$ cat config.mk
export PLATFORM = sky130hd
export DESIGN_NAME = frame_unit
export DESIGN_NICKNAME = d
export VERILOG_FILES = /design/src/rtl/frame_pkg.sv /design/src/rtl/frame_tgt_chk.sv /design/src/rtl/frame_disp_walk.sv /design/src/rtl/frame_unit.sv
export SDC_FILE = /design/constraint.sdc
export NUM_CORES = 1
export LEC_CHECK = 0
export BUFFER_PORTS_ARGS = -buffer_cell sky130_fd_sc_hd__buf_2
export CAP_MARGIN = 5
export CORE_ASPECT_RATIO = 0.75
export CORE_MARGIN = 2
export CORE_UTILIZATION = 50
export CTS_BUF_LIST = sky130_fd_sc_hd__clkbuf_8
export CTS_CLUSTER_DIAMETER = 100
export DETAILED_ROUTE_END_ITERATION = 7
export GPL_TIMING_DRIVEN = 0
export PLACE_DENSITY_LB_ADDON = 0.15
export SLEW_MARGIN = 20
export SYNTH_ARGS = -nofsm -noshare
export SYNTH_HDL_FRONTEND = slang
export SYNTH_HIERARCHICAL = 1
export SYNTH_SLANG_ARGS = --single-unit
$ cat constraint.sdc
create_clock -name clk_i -period 10.1 [get_ports clk_i]
set_input_delay 1.515 -clock clk_i [delete_from_list [all_inputs] [get_ports clk_i]]
set_output_delay 1.515 -clock clk_i [all_outputs]
set_load 0.01 [all_outputs]
$ cat src/rtl/frame_pkg.sv
package frame_pkg;

  typedef enum logic [1:0] {
    OP_CALL  = 2'd0,
    OP_CALLI = 2'd1,
    OP_RET   = 2'd2
  } op_e;

  typedef enum logic [3:0] {
    S_IDLE, S_DEC, S_CJ_RD, S_CJ_CHK, S_FRAME, S_RET_RA, S_RET_DL, S_RET_CAP,
    S_MV_RD, S_MV_WR, S_COMMIT, S_WALK, S_PRIM, S_PFIN, S_DONE, S_ERR
  } fsm_e;

endpackage

$ cat src/rtl/frame_tgt_chk.sv
module frame_tgt_chk #(
  parameter int unsigned DW         = 16,
  parameter int unsigned CODE_LIMIT = 1024,
  parameter int unsigned PRIM_CNT   = 28
) (
  input  logic [DW-1:0] tgt_i,
  input  logic [DW-1:0] st_i,
  input  logic [DW-1:0] ht_i,
  input  logic [1:0]    need_i,
  output logic          is_code_o,
  output logic          is_prim_o,
  output logic          room_o
);
  localparam logic [DW:0] CODE_LIM = (DW+1)'(CODE_LIMIT);
  localparam logic [DW:0] PRIM_END = (DW+1)'(CODE_LIMIT + PRIM_CNT);

  logic [DW:0] tgt_w, top_w;

  assign tgt_w     = {1'b0, tgt_i};
  assign top_w     = {1'b0, st_i} + (DW+1)'(need_i);
  assign is_code_o = tgt_w < CODE_LIM;
  assign is_prim_o = (tgt_w >= CODE_LIM) && (tgt_w < PRIM_END);
  assign room_o    = top_w <= {1'b0, ht_i};
endmodule

$ cat src/rtl/frame_disp_walk.sv
module frame_disp_walk #(
  parameter int unsigned DW    = 16,
  parameter int unsigned NDISP = 6
) (
  input  logic             clk_i,
  input  logic             rst_ni,
  input  logic             start_i,
  input  logic [DW-1:0]    base_i,
  input  logic [DW-1:0]    rdata_i,
  output logic             rd_req_o,
  output logic [DW-1:0]    rd_addr_o,
  output logic [NDISP-1:0] disp_we_o,
  output logic [DW-1:0]    disp_o,
  output logic             done_o
);
  localparam int unsigned LW = (NDISP > 1) ? $clog2(NDISP) : 1;
  localparam logic [LW-1:0] LAST = LW'(NDISP - 1);

  typedef enum logic [1:0] {W_IDLE, W_RD, W_WR} wst_e;

  wst_e          ws_q;
  logic [DW-1:0] ptr_q;
  logic [LW-1:0] lvl_q;

  always_ff @(posedge clk_i or negedge rst_ni) begin
    if (!rst_ni) begin
      ws_q  <= W_IDLE;
      ptr_q <= '0;
      lvl_q <= '0;
    end else begin
      unique case (ws_q)
        W_IDLE: if (start_i) begin
          ptr_q <= base_i;
          lvl_q <= '0;
          ws_q  <= W_RD;
        end
        W_RD: ws_q <= W_WR;
        W_WR: begin
          ptr_q <= rdata_i;
          if (lvl_q == LAST) ws_q <= W_IDLE;
          else begin
            lvl_q <= lvl_q + LW'(1);
            ws_q  <= W_RD;
          end
        end
        default: ws_q <= W_IDLE;
      endcase
    end
  end

  assign rd_req_o  = (ws_q == W_RD);
  assign rd_addr_o = ptr_q;
  assign disp_o    = rdata_i;
  assign done_o    = (ws_q == W_WR) && (lvl_q == LAST);

  for (genvar g = 0; g < NDISP; g++) begin : g_we
    assign disp_we_o[g] = (ws_q == W_WR) && (lvl_q == LW'(g));
  end
endmodule

$ cat src/rtl/frame_unit.sv
module frame_unit
  import frame_pkg::*;
#(
  parameter int unsigned DW         = 16,
  parameter int unsigned NW         = 8,
  parameter int unsigned NDISP      = 6,
  parameter int unsigned CODE_LIMIT = 1024,
  parameter int unsigned PRIM_CNT   = 28,
  localparam int unsigned PIW       = (PRIM_CNT > 1) ? $clog2(PRIM_CNT) : 1
) (
  input  logic             clk_i,
  input  logic             rst_ni,
  input  logic             start_i,
  input  logic [1:0]       op_i,
  input  logic [NW-1:0]    fld_n_i,
  input  logic [DW-1:0]    fld_d_i,
  input  logic [DW-1:0]    reg_r_val_i,
  input  logic [DW-1:0]    reg_n_val_i,
  input  logic [DW-1:0]    lb_i,
  input  logic [DW-1:0]    st_i,
  input  logic [DW-1:0]    cp_i,
  input  logic [DW-1:0]    ht_i,
  output logic             mem_req_o,
  output logic             mem_we_o,
  output logic [DW-1:0]    mem_addr_o,
  output logic [DW-1:0]    mem_wdata_o,
  input  logic [DW-1:0]    mem_rdata_i,
  output logic             lb_we_o,
  output logic [DW-1:0]    lb_o,
  output logic             st_we_o,
  output logic [DW-1:0]    st_o,
  output logic             cp_we_o,
  output logic [DW-1:0]    cp_o,
  output logic [NDISP-1:0] disp_we_o,
  output logic [DW-1:0]    disp_o,
  output logic             prim_req_o,
  output logic [PIW-1:0]   prim_id_o,
  input  logic             prim_ack_i,
  output logic             busy_o,
  output logic             done_o,
  output logic             err_o
);
  localparam logic [DW-1:0] CODE_BASE = DW'(CODE_LIMIT);

  fsm_e          state_q;
  op_e           op_q;
  logic [NW-1:0] n_q, cnt_q;
  logic [DW-1:0] d_q, rr_q, rn_q, lb_q, st_q, cp_q, ht_q;
  logic [DW-1:0] tgt_q, nlb_q, nst_q, ncp_q, ra_q;

  logic [DW-1:0] tgt_c, cp1_c;
  logic [1:0]    need_c, fidx_c;
  logic          is_code, is_prim, room;
  logic [DW:0]   ret_need_c;
  logic          ret_bad_c, frame_last_c;

  logic             w_req, w_done;
  logic [DW-1:0]    w_addr;

  assign tgt_c  = (state_q == S_CJ_CHK) ? mem_rdata_i : d_q + rr_q;
  assign need_c = (op_q == OP_CALLI) ? 2'd1 : 2'd3;
  assign cp1_c  = cp_q + DW'(1);

  frame_tgt_chk #(.DW(DW), .CODE_LIMIT(CODE_LIMIT), .PRIM_CNT(PRIM_CNT)) u_tgt (
    .tgt_i    (tgt_c),
    .st_i     (st_q),
    .ht_i     (ht_q),
    .need_i   (need_c),
    .is_code_o(is_code),
    .is_prim_o(is_prim),
    .room_o   (room)
  );

  assign ret_need_c   = {1'b0, lb_q} + (DW+1)'(n_q) + (DW+1)'(3);
  assign ret_bad_c    = (d_q > lb_q) || ({1'b0, st_q} < ret_need_c);
  assign fidx_c       = cnt_q[1:0] + {1'b0, op_q == OP_CALLI};
  assign frame_last_c = (op_q == OP_CALLI) ? (cnt_q == NW'(1)) : (cnt_q == NW'(2));

  frame_disp_walk #(.DW(DW), .NDISP(NDISP)) u_walk (
    .clk_i    (clk_i),
    .rst_ni   (rst_ni),
    .start_i  (state_q == S_COMMIT),
    .base_i   (nlb_q),
    .rdata_i  (mem_rdata_i),
    .rd_req_o (w_req),
    .rd_addr_o(w_addr),
    .disp_we_o(disp_we_o),
    .disp_o   (disp_o),
    .done_o   (w_done)
  );

  always_ff @(posedge clk_i or negedge rst_ni) begin
    if (!rst_ni) begin
      state_q <= S_IDLE;
      op_q    <= OP_CALL;
      n_q     <= '0;
      cnt_q   <= '0;
      d_q     <= '0;
      rr_q    <= '0;
      rn_q    <= '0;
      lb_q    <= '0;
      st_q    <= '0;
      cp_q    <= '0;
      ht_q    <= '0;
      tgt_q   <= '0;
      nlb_q   <= '0;
      nst_q   <= '0;
      ncp_q   <= '0;
      ra_q    <= '0;
    end else begin
      unique case (state_q)
        S_IDLE: if (start_i) begin
          op_q    <= op_e'(op_i);
          n_q     <= fld_n_i;
          d_q     <= fld_d_i;
          rr_q    <= reg_r_val_i;
          rn_q    <= reg_n_val_i;
          lb_q    <= lb_i;
          st_q    <= st_i;
          cp_q    <= cp_i;
          ht_q    <= ht_i;
          state_q <= S_DEC;
        end
        S_DEC: begin
          unique case (op_q)
            OP_CALL: begin
              if (is_prim) begin
                tgt_q   <= tgt_c;
                state_q <= S_PRIM;
              end else if (!is_code || !room) begin
                state_q <= S_ERR;
              end else begin
                ncp_q   <= tgt_c;
                nlb_q   <= st_q;
                nst_q   <= st_q + DW'(3);
                cnt_q   <= '0;
                state_q <= S_FRAME;
              end
            end
            OP_CALLI: state_q <= (st_q < DW'(2)) ? S_ERR : S_CJ_RD;
            OP_RET:   state_q <= ret_bad_c ? S_ERR : S_RET_RA;
            default:  state_q <= S_ERR;
          endcase
        end
        S_CJ_RD: state_q <= S_CJ_CHK;
        S_CJ_CHK: begin
          if (is_prim) begin
            tgt_q   <= tgt_c;
            state_q <= S_PRIM;
          end else if (!is_code || !room) begin
            state_q <= S_ERR;
          end else begin
            ncp_q   <= tgt_c;
            nlb_q   <= st_q - DW'(2);
            nst_q   <= st_q + DW'(1);
            cnt_q   <= '0;
            state_q <= S_FRAME;
          end
        end
        S_FRAME: begin
          cnt_q <= cnt_q + NW'(1);
          if (frame_last_c) state_q <= S_COMMIT;
        end
        S_RET_RA: state_q <= S_RET_DL;
        S_RET_DL: begin
          ra_q    <= mem_rdata_i;
          state_q <= S_RET_CAP;
        end
        S_RET_CAP: begin
          nlb_q   <= mem_rdata_i;
          ncp_q   <= ra_q;
          nst_q   <= lb_q - d_q + DW'(n_q);
          cnt_q   <= '0;
          state_q <= (n_q == '0) ? S_COMMIT : S_MV_RD;
        end
        S_MV_RD: state_q <= S_MV_WR;
        S_MV_WR: begin
          cnt_q   <= cnt_q + NW'(1);
          state_q <= (cnt_q == n_q - NW'(1)) ? S_COMMIT : S_MV_RD;
        end
        S_COMMIT: state_q <= S_WALK;
        S_WALK:   if (w_done) state_q <= S_DONE;
        S_PRIM:   if (prim_ack_i) state_q <= S_PFIN;
        S_PFIN:   state_q <= S_DONE;
        S_DONE:   state_q <= S_IDLE;
        S_ERR:    state_q <= S_IDLE;
        default:  state_q <= S_IDLE;
      endcase
    end
  end

  always_comb begin
    mem_req_o   = 1'b0;
    mem_we_o    = 1'b0;
    mem_addr_o  = '0;
    mem_wdata_o = '0;
    unique case (state_q)
      S_CJ_RD: begin
        mem_req_o  = 1'b1;
        mem_addr_o = st_q - DW'(1);
      end
      S_FRAME: begin
        mem_req_o  = 1'b1;
        mem_we_o   = 1'b1;
        mem_addr_o = ((op_q == OP_CALLI) ? st_q - DW'(1) : st_q) + DW'(cnt_q);
        unique case (fidx_c)
          2'd0:    mem_wdata_o = rn_q;
          2'd1:    mem_wdata_o = lb_q;
          default: mem_wdata_o = cp1_c;
        endcase
      end
      S_RET_RA: begin
        mem_req_o  = 1'b1;
        mem_addr_o = lb_q + DW'(2);
      end
      S_RET_DL: begin
        mem_req_o  = 1'b1;
        mem_addr_o = lb_q + DW'(1);
      end
      S_MV_RD: begin
        mem_req_o  = 1'b1;
        mem_addr_o = st_q - DW'(n_q) + DW'(cnt_q);
      end
      S_MV_WR: begin
        mem_req_o   = 1'b1;
        mem_we_o    = 1'b1;
        mem_addr_o  = lb_q - d_q + DW'(cnt_q);
        mem_wdata_o = mem_rdata_i;
      end
      S_WALK: begin
        mem_req_o  = w_req;
        mem_addr_o = w_addr;
      end
      default: ;
    endcase
  end

  assign lb_we_o    = (state_q == S_COMMIT);
  assign st_we_o    = (state_q == S_COMMIT);
  assign cp_we_o    = (state_q == S_COMMIT) || (state_q == S_PFIN);
  assign lb_o       = nlb_q;
  assign st_o       = nst_q;
  assign cp_o       = (state_q == S_PFIN) ? cp1_c : ncp_q;
  assign prim_req_o = (state_q == S_PRIM);
  assign prim_id_o  = PIW'(tgt_q - CODE_BASE);
  assign busy_o     = (state_q != S_IDLE);
  assign done_o     = (state_q == S_DONE) || (state_q == S_ERR);
  assign err_o      = (state_q == S_ERR);
endmodule

==> results of run 1 <==
[layer usage]
metal	vias to the layer above	track usage, %	share of wire (%)
met4	2	14.1	3.8
met3	146	11.3	11
li1	8078	-	-
met5	-	0	0.011
met1	8959	55.7	44
met2	1005	55.5	41
[cells in the final DEF, fill, tap and decap left out, drive strengths merged, types with 12 or more instances in the layout]
cell,instances
a32o,15
or3,14
o31ai,13
xnor2,122
nor2b,16
mux2,126
o211ai,17
a211oi,16
a21o,32
inv,131
o21a,19
a221oi,12
clkbuf,141
nand2,283
ha,145
nand2b,14
nor3,31
a21oi,97
fa,15
nand3,58
xor2,38
dfrtp,224
mux2i,46
a31oi,25
nand4,20
nor2,125
o21ai,158
and3,30
buf,298
[registers in the layout, indices dropped and copies added (netlist names), 16 cells and up]
| name | flops |
|---|---|
| d_q | 16 |
| cp_q | 16 |
| lb_o | 16 |
| lb_q | 16 |
| ncp_q | 16 |
| st_o | 16 |
| u_walk/rd_addr_o | 16 |
| st_q | 16 |
| ht_q | 16 |
| rn_q | 16 |
| ra_q | 16 |
| rr_q | 16 |
[worst register-to-register path: cells and delay by family (launching register included)]
kind | cells | cell delay, ns
simple gates | 7 | 1.54
flops | 1 | 0.48
fa+ha+maj | 2 | 0.62
compound gates | 11 | 3.15
buf+inv | 2 | 0.86
[through the flow]
step / setup WS (ns) / hold WS, ns
6_report: 2.01 / 0.469
5_1_grt: 1.81 / 0.499
4_1_cts: 2.25 / 0.470
3_5_place_dp: 2.92 / 0.454
3_3_place_gp: 2.90 / 0.454
2_1_floorplan: 4.90 / 0.440
[cell type report]
cell class / count / area share [%]
well taps: 465 / 2.75
inverters: 123 / 2.18
multi-input cells: 1635 / 55.2
flip-flops and latches: 224 / 26.5
clock buffers: 53 / 3.45
clock inverters: 17 / 0.668
repair buffers: 259 / 6.39
plain buffers: 127 / 2.89
[final timing paths]
check	cells after the start	endpoint	slack [ns]
hold / removal	2	st_o[11]	0.47
setup reg to reg	22	st_o[11]	3.34
min in group asynchronous	1	n_q[1]	0.87
hold reg to reg	2	st_o[11]	0.47
max in group asynchronous	3	cp_q[15]	8.00
setup / recovery	20	mem_addr_o[12]	2.01
==> insert_results.sql, run 1 <==
INSERT INTO impl_metrics (metric_group, metric, value, unit) VALUES
('sta', 'final_setup_tns', '0', 'ns'),
('clock_tree', 'tritoncts', 'built', ''),
('setup_path', 'cp_cell_sequence', 'clkbuf_1 > nand2b_1 > nor2_1 > clkbuf_1 > clkbuf_1 > nor2_1 > a21oi_1 > ha_1 > inv_1 > fa_1 > nor2b_1 > o21ai_0 > a21boi_0 > o21ai_0 > a21oi_1 > o21ai_0 > a211oi_2 > xnor2_1 > a221o_1 > buf_2', ''),
('finish', 'stdcell_area', '21200', 'um^2'),
('global_routing', 'antenna_found_initial', '1', ''),
('setup_path', 'regToRegStartpoint', 'd_q[0]', ''),
('place', 'dp_cells', '2833', ''),
('sta', 'timing.slew.headroom', '26.5', '%'),
('route', 'detail_route.wl_per_cell', '26.0', 'um'),
('setup_path', 'crit_path_from', 'state_q[1]', ''),
('finish', 'drive_above_1_share', '20.6', '%'),
('yosys', 'synthesis.nets', '2411', ''),
('floorplan', 'die_w', '225', 'um'),
('finish', 'multi_input_area', '11700', 'um^2'),
('hold_path', 'worst_hold_startpoint', 'st_o[11]', ''),
('yosys', 'syn_area', '18300', 'um^2'),
('sta', 'setup_repair_after_global_routing_missed_its_margin', 'no', ''),
('global_routing', 'first_pass_grt_wire_length', '109000', 'um'),
('place', 'port-buffer-count', '257', ''),
('floorplan', 'std_cell_rows', '60', ''),
('flow_run', 'drv_cap', '0', ''),
('setup_path', 'setup.worst_path.start_class', 'register', ''),
('route', 'drt-pass1-iter-count', '6', ''),
('setup_path', 'critical_path_buf_inv_count', '5', ''),
('route', 'drcViolationCount', '0', ''),
('setup_path', 'timing_worst_setup_path_type', 'reg2out', ''),
('finish', 'final_net_count', '2712', ''),
('finish', 'antenna_cells', '0', ''),
('route', 'ant_nets', '0', ''),
('floorplan', 'io_pins', '258', ''),
('floorplan', 'area_of_the_placeable_core', '36000', 'um^2'),
('finish', 'fillerInstances', '3374', ''),
('sta', 'finClkSkew', '0.0234', 'ns'),
('global_routing', 'grt_overflow', '0', ''),
('place', 'routabilityCongestion', '1.02', ''),
('route', 'route.detailed.vias_per_inst', '6.27', ''),
('yosys', 'postSynthAreaPerCell', '8.69', 'um^2'),
('clock_tree', 'cts_hold_repair.buffers', '0', ''),
('outcome', 'outcome', 'finished clean', ''),
('clock_tree', 'post-cts-setup-buffer-count', '0', ''),
('clock_tree', 'cts_resized', '0', ''),
('finish', 'finalNonFillerCells', '2903', ''),
('floorplan', 'starting_utilization_of_the_core_area', '50.9', '%'),
('global_routing', 'vias_in_the_first_global_route', '16800', ''),
('sta', 'total_count_of_hold_check_failures_in_the_final_report', '0', ''),
('sta', 'finalSetupViolCount', '0', ''),
('floorplan', 'die_h', '170', 'um'),
('route', 'via_count', '18200', ''),
('clock_tree', 'cts_made_buffers', '40', ''),
('route', 'detail_route.wirelength', '75500', 'um'),
('sta', 'final_max_slew_viol_count', '0', ''),
('hold_path', 'hold_path.class', 'reg2reg', ''),
('sta', 'achievable-frequency', '0.124', 'GHz'),
('finish', 'layout.area.seq', '5610', 'um^2'),
('setup_path', 'critical_path.endpoint_type', 'output pin', ''),
('setup_path', 'worst_path_max_delay_cell', 'sky130_fd_sc_hd__clkbuf_1', ''),
('clock_tree', 'clock_tree.htree_level_count', '2', ''),
('place', 'placed_cell_area', '20300', 'um^2'),
('yosys', 'syn_inst', '2109', ''),
('setup_path', 'critical_path_required', '8.59', 'ns'),
('floorplan', 'fp.dieArea', '38200', 'um^2'),
('sta', 'period_minus_slack', '8.09', 'ns'),
('clock_tree', 'cts_sinks', '224', ''),
('clock_tree', 'ctsLongestPathBuffers', '3', ''),
('finish', 'postLayoutCoreUtil', '58.7', '%'),
('finish', 'layout-area-overhead-vs-synth', '15.4', '%'),
('place', 'dp_hpwl', '60100', 'um'),
('yosys', 'synth_warnings', '6', ''),
('clock_tree', 'clock_insertion_delay_worst_skew', '0.59', 'ns'),
('setup_path', 'critical_path.max_stage_delay', '0.73', 'ns'),
('global_routing', 'maximum_number_of_pins_on_one_net_before_global_route_repair', '84', ''),
('setup_path', 'cp_max_fo', '10', ''),
('sta', 'tightest_slew', '1.10', 'ns'),
('clock_tree', 'clock-root-buffer', 'sky130_fd_sc_hd__clkbuf_8', ''),
('setup_path', 'worst_ep_arrival_time', '6.57', 'ns'),
('global_routing', 'global_route.usage.total', '38.9', '%'),
('sta', 'post-route-period-util', '80.1', '%'),
('route', 'detail_route.iter0.violations', '2214', ''),
('setup_path', 'cpLargestDelayFamily', 'compound AO/OA/AOI/OAI gates', ''),
('clock_tree', 'clkTransAtPathRegs', '0.06', 'ns');
Power of run 1 is not shown: default switching activity piles up to over one toggle a cycle in this logic, so the estimate is an artifact.
==> run 2, diff against run 1 <==
- ABC_AREA: not set -> 1
- clock period: 10.1 -> 7.8 ns (I/O delays scaled with it)
==> insert_results.sql, run 2 <==
INSERT INTO impl_metrics (metric_group, metric, value, unit) VALUES
('outcome', 'outcome', 'finished clean', ''),
('yosys', 'post-synth-top-count-cell', 'sky130_fd_sc_hd__nand2_1', ''),
('route', 'drt-pass1-iter-count', '7', ''),
('setup_path', 'regToRegStartpoint', 'op_q[1]', ''),
('yosys', 'yosys_register_bits', '224', ''),
('floorplan', 'fp.dieArea', '39600', 'um^2'),
('yosys', 'most_used_flip_flop_cell_after_synthesis', 'sky130_fd_sc_hd__dfrtp_1', ''),
('sta', 'finClkSkew', '0.0449', 'ns'),
('route', 'detail_route.wirelength', '82900', 'um'),
('sta', 'post-route-period-util', '81.8', '%'),
('floorplan', 'io_pins', '258', ''),
('route', 'routed_length_on_met2', '32400', 'um'),
('clock_tree', 'cts_sinks', '224', ''),
('route', 'drcViolationCount', '0', ''),
('sta', 'finalSetupViolCount', '0', ''),
('clock_tree', 'clkTransAtPathRegs', '0.06', 'ns'),
('route', 'route.detailed.vias_per_inst', '5.91', ''),
('finish', 'final_net_count', '3283', ''),
('clock_tree', 'clock_insertion_delay_worst_skew', '0.62', 'ns'),
('clock_tree', 'cts_hold_repair.buffers', '0', ''),
('route', 'via_count', '20800', ''),
('yosys', 'synth_edf_count', '0', ''),
('yosys', 'synth_warnings', '6', ''),
('clock_tree', 'post-cts-setup-buffer-count', '0', ''),
('floorplan', 'std_cell_rows', '61', ''),
('yosys', 'syn_area', '19000', 'um^2'),
('setup_path', 'cp_max_fo', '9', ''),
('setup_path', 'crit_path_from', 'lb_q[0]', ''),
('sta', 'total_count_of_hold_check_failures_in_the_final_report', '0', ''),
('route', 'ant_nets', '0', ''),
('global_routing', 'maximum_number_of_pins_on_one_net_before_global_route_repair', '96', ''),
('yosys', 'synth.yosys.seq_area_share', '29.5', '%'),
('sta', 'setup_repair_after_global_routing_missed_its_margin', 'no', ''),
('yosys', 'synth.area.top_cells', 'sky130_fd_sc_hd__dfrtp_1, sky130_fd_sc_hd__nand2_1, sky130_fd_sc_hd__ha_1', ''),
('yosys', 'synth_cell_types', '62', ''),
('route', 'maxUsedRoutingLayer', 'met4', ''),
('clock_tree', 'clock-root-buffer', 'sky130_fd_sc_hd__clkbuf_8', ''),
('sta', 'achievable-frequency', '0.157', 'GHz'),
('finish', 'layout-area-overhead-vs-synth', '15.3', '%'),
('floorplan', 'area_of_the_placeable_core', '37200', 'um^2'),
('sta', 'period_minus_slack', '6.38', 'ns'),
('clock_tree', 'clock_tree.htree_level_count', '2', ''),
('setup_path', 'r2r_cells', '24', ''),
('finish', 'most_common_library_cell_in_the_layout_ignoring_fill_and_taps', 'sky130_fd_sc_hd__nand2_1', ''),
('setup_path', 'critical_path_required', '6.63', 'ns'),
('sta', 'final_setup_tns', '0', 'ns'),
('setup_path', 'r2r_end', 'cnt_q[4]', ''),
('flow_run', 'drv_cap', '0', ''),
('clock_tree', 'cts_made_buffers', '40', ''),
('setup_path', 'worst_ep_arrival_time', '5.21', 'ns'),
('finish', 'layout_common_cells', 'sky130_fd_sc_hd__nand2_1, sky130_fd_sc_hd__inv_1, sky130_fd_sc_hd__buf_2', ''),
('yosys', 'synth_area_leader_cell', 'sky130_fd_sc_hd__dfrtp_1', ''),
('route', 'wl_met1', '35400', 'um'),
('global_routing', 'first_pass_grt_wire_length', '121000', 'um'),
('global_routing', 'global_route.usage.total', '40.8', '%'),
('route', 'detail_route.iter0.violations', '2676', ''),
('clock_tree', 'tritoncts', 'built', ''),
('global_routing', 'antenna_found_initial', '3', ''),
('setup_path', 'worst_setup_path_endpoint', 'mem_addr_o[15]', ''),
('finish', 'drive_above_1_share', '17.6', '%'),
('sta', 'timing.slew.headroom', '31.7', '%'),
('setup_path', 'setup.worst_path.start_class', 'register', ''),
('route', 'met3WireLength', '12200', 'um'),
('sta', 'final_max_slew_viol_count', '0', ''),
('setup_path', 'reg2reg_slack', '2.61', 'ns'),
('clock_tree', 'cts_resized', '0', ''),
('setup_path', 'critical_path.endpoint_type', 'output pin', ''),
('yosys', 'synth_async_sr_flop_share', '100', '%'),
('hold_path', 'hold_path.class', 'in2async', ''),
('place', 'port-buffer-count', '257', ''),
('floorplan', 'starting_utilization_of_the_core_area', '51.0', '%'),
('yosys', 'synth_top_cells_by_count', 'sky130_fd_sc_hd__nand2_1, sky130_fd_sc_hd__inv_1, sky130_fd_sc_hd__o21ai_0, sky130_fd_sc_hd__dfrtp_1, sky130_fd_sc_hd__nor2_1', ''),
('setup_path', 'timing_worst_setup_path_type', 'reg2out', ''),
('route', 'detail_route.wl_per_cell', '23.6', 'um'),
('yosys', 'synth.top_cell.area_share', '29.5', '%'),
('floorplan', 'die_w', '229', 'um'),
('place', 'routabilityCongestion', '1.06', ''),
('global_routing', 'vias_in_the_first_global_route', '19100', ''),
('yosys', 'syn_inst', '2680', ''),
('sta', 'tightest_slew', '0.999', 'ns'),
('yosys', 'synthesis.nets', '2982', ''),
('floorplan', 'die_h', '173', 'um'),
('yosys', 'postSynthAreaPerCell', '7.08', 'um^2'),
('place', 'dp_hpwl', '66800', 'um'),
('clock_tree', 'ctsLongestPathBuffers', '3', ''),
('global_routing', 'grt_overflow', '0', '');
run 2: worst max-delay path, stage by stage (launching register included):
cell and delay [ns]:
sky130_fd_sc_hd__dfrtp_1 0.57, sky130_fd_sc_hd__clkinv_1 0.47, sky130_fd_sc_hd__ha_1 0.35, sky130_fd_sc_hd__inv_1 0.15, sky130_fd_sc_hd__fa_1 0.26, sky130_fd_sc_hd__nand3_1 0.08, sky130_fd_sc_hd__nand3_1 0.13, sky130_fd_sc_hd__nand2_1 0.07
sky130_fd_sc_hd__nand2_1 0.10, sky130_fd_sc_hd__xor2_1 0.13, sky130_fd_sc_hd__o21ai_0 0.34, sky130_fd_sc_hd__inv_1 0.08, sky130_fd_sc_hd__ha_1 0.38, sky130_fd_sc_hd__nand2_1 0.09, sky130_fd_sc_hd__nor3_1 0.15, sky130_fd_sc_hd__nand2_1 0.07
sky130_fd_sc_hd__nand2_1 0.13, sky130_fd_sc_hd__nand2_1 0.09, sky130_fd_sc_hd__nand2_1 0.09, sky130_fd_sc_hd__nand3_2 0.10, sky130_fd_sc_hd__nor2_2 0.16, sky130_fd_sc_hd__nand2_2 0.11, sky130_fd_sc_hd__nor2_4 0.12, sky130_fd_sc_hd__nand2_1 0.06
sky130_fd_sc_hd__nand2_1 0.06, sky130_fd_sc_hd__nand3_1 0.06, sky130_fd_sc_hd__nand2_1 0.09, sky130_fd_sc_hd__buf_2 0.13
run 2: worst min-delay path by stage:
stage | endpoint | slack [ns]
detailed placement | st_o[9] | 0.46
finish | ht_q[7] | 0.47
global placement | st_o[9] | 0.46
floorplan | u_walk/rd_addr_o[4] | 0.44
CTS | ht_q[7] | 0.47
global route | ht_q[12] | 0.49
run 2: area by class of cell:
| class | count | area [um^2] |
|---|---|---|
| Antenna cell | 3 | 7.51 |
| Tap cell | 504 | 631 |
| Buffer | 98 | 533 |
| Sequential cell | 224 | 5610 |
| Inverter | 323 | 1210 |
| Fill cell | 3665 | 15400 |
| Multi-Input combinational cell | 2035 | 11600 |
| Clock inverter | 18 | 163 |
| Timing Repair Buffer | 259 | 1350 |
| Clock buffer | 54 | 743 |
run 2: kinds of logic after synthesis:
logic type,synth area share [%]
AOI/OAI and AO/OA,15.0
xor gates and xnor gates,4.15
adders and majority gates,11.1
buffers and inverters,9.20
DFF,29.5
muxes,3.26
other,0.0198
and+or+nand+nor,27.8
run 2: stage by stage:
stage,util [%],cell area [um^2],hold WS (ns),instances,setup WS [ns]
floorplan,-,19000,0.445,2680,3.41
global placement,56.1,20900,0.460,3441,1.58
detailed placement,56.3,21000,0.464,3443,2.18
CTS,58.7,21900,0.472,3515,1.56
global route,58.7,21900,0.494,3515,1.21
finish,58.7,21900,0.470,3518,1.42
run 2: routing by layer:
layer,vias to the layer above,track usage [%]
met5,-,0
met4,0,12.4
met3,192,14.9
met2,1424,55.9
met1,9737,59.2
li1,9448,-
Power of run 2 is left out for the same reason.
